### src/rtl/amo_pkg.sv
package amo_pkg;
  typedef enum logic [3:0] {
    OP_LR   = 4'd0,
    OP_SC   = 4'd1,
    OP_SWAP = 4'd2,
    OP_ADD  = 4'd3,
    OP_XOR  = 4'd4,
    OP_AND  = 4'd5,
    OP_OR   = 4'd6,
    OP_MIN  = 4'd7,
    OP_MAX  = 4'd8,
    OP_MINU = 4'd9,
    OP_MAXU = 4'd10
  } amo_op_e;

  localparam logic [3:0] OP_LAST = 4'd10;

  typedef enum logic [2:0] {
    ST_IDLE,
    ST_READ,
    ST_COMPUTE,
    ST_WRITE,
    ST_DONE
  } amo_state_e;

  function automatic logic op_is_rmw(input logic [3:0] op);
    return (op >= OP_SWAP) && (op <= OP_LAST);
  endfunction
endpackage

### src/rtl/amo_alu.sv
module amo_alu #(
  parameter int W = 32
) (
  input  logic [3:0]   op,
  input  logic [W-1:0] mem_val,
  input  logic [W-1:0] src,
  output logic [W-1:0] result
);
  import amo_pkg::*;

  logic s_lt, u_lt;
  assign s_lt = $signed(mem_val) < $signed(src);
  assign u_lt = mem_val < src;

  always_comb begin
    case (op)
      OP_ADD:  result = mem_val + src;
      OP_XOR:  result = mem_val ^ src;
      OP_AND:  result = mem_val & src;
      OP_OR:   result = mem_val | src;
      OP_MIN:  result = s_lt ? mem_val : src;
      OP_MAX:  result = s_lt ? src : mem_val;
      OP_MINU: result = u_lt ? mem_val : src;
      OP_MAXU: result = u_lt ? src : mem_val;
      default: result = src;
    endcase
  end
endmodule

### src/rtl/amo_resv.sv
module amo_resv #(
  parameter int AW = 32
) (
  input  logic          clk,
  input  logic          rst_n,
  input  logic          set,
  input  logic [AW-1:0] set_addr,
  input  logic          clr,
  input  logic [AW-1:0] chk_addr,
  output logic          hit,
  output logic          held
);
  logic          v_q;
  logic [AW-1:0] a_q;

  always_ff @(posedge clk or negedge rst_n) begin
    if (!rst_n) begin
      v_q <= 1'b0;
      a_q <= '0;
    end else if (set) begin
      v_q <= 1'b1;
      a_q <= set_addr;
    end else if (clr) begin
      v_q <= 1'b0;
    end
  end

  assign hit  = v_q && (a_q == chk_addr);
  assign held = v_q;

  // arm and clear come from different FSM states, never together
  p_set_clr_excl_r5: assert property (@(posedge clk) disable iff (!rst_n)
    !(set && clr));
  // a clear request leaves no live reservation next cycle
  p_clr_drops_r5: assert property (@(posedge clk) disable iff (!rst_n)
    clr |=> !held);
endmodule

### src/rtl/amo_unit.sv
module amo_unit #(
  parameter int ADDR_W = 32,
  parameter int DATA_W = 32
) (
  input  logic              clk,
  input  logic              rst_n,
  input  logic              req_valid,
  output logic              req_ready,
  input  logic [3:0]        req_op,
  input  logic [1:0]        req_order,
  input  logic [ADDR_W-1:0] req_addr,
  input  logic [DATA_W-1:0] req_src,
  output logic              rsp_valid,
  output logic [DATA_W-1:0] rsp_data,
  output logic              rsp_fault,
  output logic              mem_rd_en,
  output logic              mem_wr_en,
  output logic [ADDR_W-1:0] mem_addr,
  output logic [DATA_W-1:0] mem_wdata,
  input  logic [DATA_W-1:0] mem_rdata
);
  import amo_pkg::*;

  localparam int ALIGN_BITS = 2;

  amo_state_e        state_q;
  logic [3:0]        op_q;
  logic [ADDR_W-1:0] addr_q;
  logic [DATA_W-1:0] src_q, wr_q, dest_q;
  logic              fault_q;

  logic              accept, req_bad, is_sc, rsv_hit, rsv_held, rsv_set, rsv_clr;
  logic [DATA_W-1:0] alu_out;
  logic              order_unused;

  assign order_unused = ^req_order;
  assign accept  = req_valid && (state_q == ST_IDLE);
  assign req_bad = (req_addr[ALIGN_BITS-1:0] != '0) || (req_op > OP_LAST);
  assign is_sc   = (req_op == OP_SC);
  assign rsv_clr = accept && is_sc && !req_bad;
  assign rsv_set = (state_q == ST_COMPUTE) && (op_q == OP_LR);

  amo_resv #(.AW(ADDR_W)) u_resv (
    .clk      (clk),
    .rst_n    (rst_n),
    .set      (rsv_set),
    .set_addr (addr_q),
    .clr      (rsv_clr),
    .chk_addr (req_addr),
    .hit      (rsv_hit),
    .held     (rsv_held)
  );

  amo_alu #(.W(DATA_W)) u_alu (
    .op      (op_q),
    .mem_val (mem_rdata),
    .src     (src_q),
    .result  (alu_out)
  );

  always_ff @(posedge clk or negedge rst_n) begin
    if (!rst_n) begin
      state_q <= ST_IDLE;
      op_q    <= '0;
      addr_q  <= '0;
      src_q   <= '0;
      wr_q    <= '0;
      dest_q  <= '0;
      fault_q <= 1'b0;
    end else begin
      case (state_q)
        ST_IDLE: if (accept) begin
          op_q    <= req_op;
          addr_q  <= req_addr;
          src_q   <= req_src;
          wr_q    <= req_src;
          fault_q <= req_bad;
          dest_q  <= '0;
          if (req_bad) begin
            state_q <= ST_DONE;
          end else if (is_sc) begin
            dest_q  <= rsv_hit ? DATA_W'(0) : DATA_W'(1);
            state_q <= rsv_hit ? ST_WRITE : ST_DONE;
          end else begin
            state_q <= ST_READ;
          end
        end
        ST_READ: state_q <= ST_COMPUTE;
        ST_COMPUTE: begin
          dest_q <= mem_rdata;
          if (op_q == OP_LR) begin
            state_q <= ST_DONE;
          end else begin
            wr_q    <= alu_out;
            state_q <= ST_WRITE;
          end
        end
        ST_WRITE: state_q <= ST_DONE;
        default:  state_q <= ST_IDLE;
      endcase
    end
  end

  assign req_ready = (state_q == ST_IDLE);
  assign rsp_valid = (state_q == ST_DONE);
  assign rsp_data  = dest_q;
  assign rsp_fault = (state_q == ST_DONE) && fault_q;
  assign mem_rd_en = (state_q == ST_READ);
  assign mem_wr_en = (state_q == ST_WRITE);
  assign mem_addr  = addr_q;
  assign mem_wdata = wr_q;

  // no memory traffic while the unit is open for a new request
  p_idle_quiet_r1: assert property (@(posedge clk) disable iff (!rst_n)
    req_ready |-> !(mem_rd_en || mem_wr_en));
  // response is a single-cycle pulse
  p_rsp_pulse_r1: assert property (@(posedge clk) disable iff (!rst_n)
    rsp_valid |=> !rsp_valid);
  // a load-reserved arms the reservation once its data is back
  p_lr_arms_r2: assert property (@(posedge clk) disable iff (!rst_n)
    (state_q == ST_COMPUTE && op_q == OP_LR) |=> rsv_held);
  // a missed store-conditional answers 1 next cycle with no write
  p_sc_miss_r4: assert property (@(posedge clk) disable iff (!rst_n)
    (rsv_clr && !rsv_hit) |=> (rsp_valid && rsp_data == DATA_W'(1) && !mem_wr_en));
  // an accepted store-conditional drops the reservation
  p_sc_drops_r5: assert property (@(posedge clk) disable iff (!rst_n)
    rsv_clr |=> !rsv_held);
  // read data is followed straight by the write to the same address
  p_rmw_write_r8: assert property (@(posedge clk) disable iff (!rst_n)
    (state_q == ST_COMPUTE && op_q != OP_LR) |=> (mem_wr_en && !mem_rd_en && $stable(mem_addr)));
  // a bad request answers at once with a fault and touches nothing
  p_bad_quiet_r10: assert property (@(posedge clk) disable iff (!rst_n)
    (accept && req_bad) |=> (rsp_valid && rsp_fault && !mem_wr_en && !mem_rd_en && $stable(rsv_held)));
endmodule

### config.mk
export PLATFORM = sky130hd
export DESIGN_NAME = amo_unit
export DESIGN_NICKNAME = d
export VERILOG_FILES = /design/src/rtl/amo_pkg.sv /design/src/rtl/amo_alu.sv /design/src/rtl/amo_resv.sv /design/src/rtl/amo_unit.sv
export SDC_FILE = /design/constraint.sdc
export NUM_CORES = 1
export LEC_CHECK = 0
export ABC_AREA = 1
export BUFFER_PORTS_ARGS = -buffer_cell sky130_fd_sc_hd__buf_4
export CAP_MARGIN = 25
export CORE_MARGIN = 5
export CORE_UTILIZATION = 53
export CTS_CLUSTER_SIZE = 28
export DETAILED_ROUTE_END_ITERATION = 6
export GPL_ROUTABILITY_DRIVEN = 0
export PLACE_DENSITY = 0.75
export SYNTH_ARGS = -nofsm -noshare
export SYNTH_HDL_FRONTEND = slang
export SYNTH_SLANG_ARGS = --single-unit
### constraint.sdc
create_clock -name clk -period 2.7 [get_ports clk]
set_input_delay 0.135 -clock clk [delete_from_list [all_inputs] [get_ports clk]]
set_output_delay 0.135 -clock clk [all_outputs]
set_load 0.01 [all_outputs]
==> metrics.yaml <==
outcome: "complete, but fails checks"
violations: "design-rule violations, negative setup slack"
synth_cell_type_count: 44
ys.flop_type: "dfrtp_1"
grt_usage_pct: 34.13
yosysSeqAreaShare_pct: 31.93
p_leak_nw: 9.286
die-width_um: 168.1
cts_tree: "done"
timing.fmax_mhz: 367.2
clock_latency_ns: 0.45
hp-class: "input port to flop"
crit_start: "src_q[12]"
yosys_register_bits: 169
rsz0062_at_grt: "yes"
grt_overflow: 0
grt_max_degree: 73
start_kind: "flop"
synth_area_um2: 13250
cts-root-buf: "clkbuf_16"
async_flop_share_pct: 100.0
period_share_pct: 100.9
die_h_um: 168.1
slew_headroom_pct: 34.49
syn_inst: 2014
vias_per_cell: 5.872
dieArea_um2: 28250
core_um2: 24460
drt-initial-drc-count: 1899
port_buffers: 203
ir_drop_uv: 705.6
start_util_pct: 54.15
worstReg2RegStart: "src_q[12]"
synth_top_area_cell: "dfrtp_1"
final_layout_size_suffix_gt1_share_pct: 22.52
path_cells: "inv_2 > ha_2 > buf_4 > a21oi_1 > o21ai_0 > a21oi_1 > o21ai_1 > o21ai_0 > inv_1 > a21oi_1 > nand3_1 > nor2_1 > nand2_1 > nand2_1 > a21oi_1"
crit_top_cell: "a21oi_1"
grt_pass1_vias: 15410
dpl.hpwl_um: 35400
grt_pass1_wl_um: 79010
dp.cells: 2619
nets: 2596
syn_to_final_growth_pct: 37.54
vias: 16040
finalCriticalPeriod_ns: 2.724
path_max_fanout: 5
postRouteWirelength_um: 50620
avgSynthCellArea_um2: 6.577
drcViolationCount: 15
crit_type: "flop to flop"
setup_violations: 1
report.final.slew_viol_count: 0
htreeDepth: 4
rows: 57
cts_sinks: 169
end_kind: "flop"
dr.pass1.iters: 7
final_cell_count_no_fill: 2732
worstMarginPinSlew_ns: 0.9816
cpMaxStageDelayCell: "dfrtp_1"
place_area_um2: 16160
p_per_area_nw_per_um2: 1195
antenna_found_initial: 2
fin_area_um2: 18220
route.antenna.remaining_nets: 0
fin_ws_ns: -0.02351
pin_count: 206
synth_top_area_share_pct: 31.93
synth-edff-count: 0
cp.required_ns: 3.04
cts_made_buffers: 17
critPathMaxStageDelay_ns: 0.40
clock_skew_ns: 0.01649
synth_nets: 2216
ctsLongestPathBuffers: 2
crit_arrival_ns: 3.06
yosys_warnings: 0
routedWlPerCell_um: 18.53
synth_area_leaders: "dfrtp_1 32%, nand2_1 17%, ha_1 9.1%, o21ai_0 8.2%, nand3_1 7.1%"
p_total_mw: 21.78
clkSlewWorstSetupHoldPaths_ns: 0.08
drv_cap: 0
finalHoldViolations: 0
min_from: "req_addr[0]"
## per-stage QoR
stage	setup WS, ns	setup TNS (ns)	hold slack [ns]	util, %
floorplan	0.1555	0	-0.1606	-
global placement	-0.2370	-2.588	0.09803	66.08
detailed placement	-0.3087	-4.059	0.09554	66.08
CTS	0.0002651	0	0.001989	71.58
global route	-0.1793	-0.6936	0.04586	74.46
finish	-0.02351	-0.02351	0.04552	74.47
## repair_timing
| action | CTS | global route |
|---|---|---|
| gates cloned | 0 | 1 |
| setup buffers | 0 | 13 |
| gates resized for setup | 11 | 145 |
| hold buffers | 68 | 0 |
| pin swaps | 1 | 34 |
| endpoints found under the hold margin | 121 | 0 |
| endpoints found under the setup margin | 31 | 32 |
## metal layers
layer  track usage (%)  routed length, um  part of all wire, %  up-vias
met1             44.27              19960                   39     7419
met2             54.68              22680                   45     1050
met4             15.91               2491                  4.9        2
met5                 0                 11                0.022        -
li1                  -                  -                    -     7349
met3             7.315               5483                   11      221
## layout by cell type, fill, tap and decap left out, drive strengths merged, types with 68 or more instances in the layout
cell type / count
nand2: 598
buf: 385
inv: 229
o21ai: 217
nand3: 188
dfrtp: 169
nor2: 160
a21oi: 131
ha: 96
dlygate4sd3: 68
## state kept, by name, indices dropped and copies added (netlist names)
register,cells
mem_addr,32
mem_wdata,32
rsp_data,32
src_q,32
u_resv.a_q,32
op_q,4
state_q,3
fault_q,1
u_resv.held,1
## cell type report
cell class | instances | area, um^2
sequential | 169 | 4229
antenna | 1 | 2.502
multi-input combinational | 1529 | 8363
clock inverter | 15 | 207.7
tap | 324 | 405.4
inverter | 223 | 837.1
clock buffer | 17 | 425.4
timing repair buffer | 454 | 3747
fill | 1907 | 6245
## kinds of logic (layout without fill, tap and decap cells)
logic type,after synthesis,count (layout),share of synthesized area [%]
and+or+nand+nor,995,995,31.01
AOI/OAI and AO/OA,423,423,17.63
other,0,1,0
adders and majority gates,97,97,9.220
DFF,169,169,31.93
xor gates and xnor gates,14,14,0.9258
buffers and inverters,316,709,9.286
## power breakdown
| group | leakage, nW | internal [mW] | total (mW) | switching [mW] |
|---|---|---|---|---|
| Clock | 0.300 | 1.29 | 2.67 | 1.37 |
| Combinational | 6.86 | 5.88 | 14.7 | 8.80 |
| Sequential | 2.12 | 3.63 | 4.43 | 0.792 |
| Total | 9.29 | 10.8 | 21.8 | 11.0 |
## worst max-delay path: cells and delay by family (launching register included)
kind | cells | cell delay, ns
and+or+nand+nor | 4 | 0.37
buffers and inverters | 3 | 0.33
DFF | 1 | 0.40
adders and majority gates | 1 | 0.31
AOI/OAI and AO/OA | 7 | 1.21
## Yosys cell counts, types with 6 or more instances
library cell and number:
a221oi_1 19, nor2_1 157, ha_1 96, nor3_1 19
clkbuf_1 68, dfrtp_1 169, xnor2_1 6, o22ai_1 13
nand4_1 17, o21ai_0 217, nand2_2 7, buf_2 11
a21oi_1 130, nand2_1 590, inv_1 218, nand3_1 188
o21bai_1 17, xor2_1 8
## final timing paths
check | endpoint | slack (ns) | cells past startpoint
setup / recovery | mem_wdata[13] | -0.02 | 15
hold reg to reg | rsp_data[14] | 0.49 | 2
max in group asynchronous | u_resv.a_q[12] | 1.81 | 3
hold / removal | mem_addr[0] | 0.05 | 3
setup reg to reg | mem_wdata[13] | -0.02 | 15
min in group asynchronous | src_q[30] | 0.19 | 2
(Power assumes the default switching activity.)
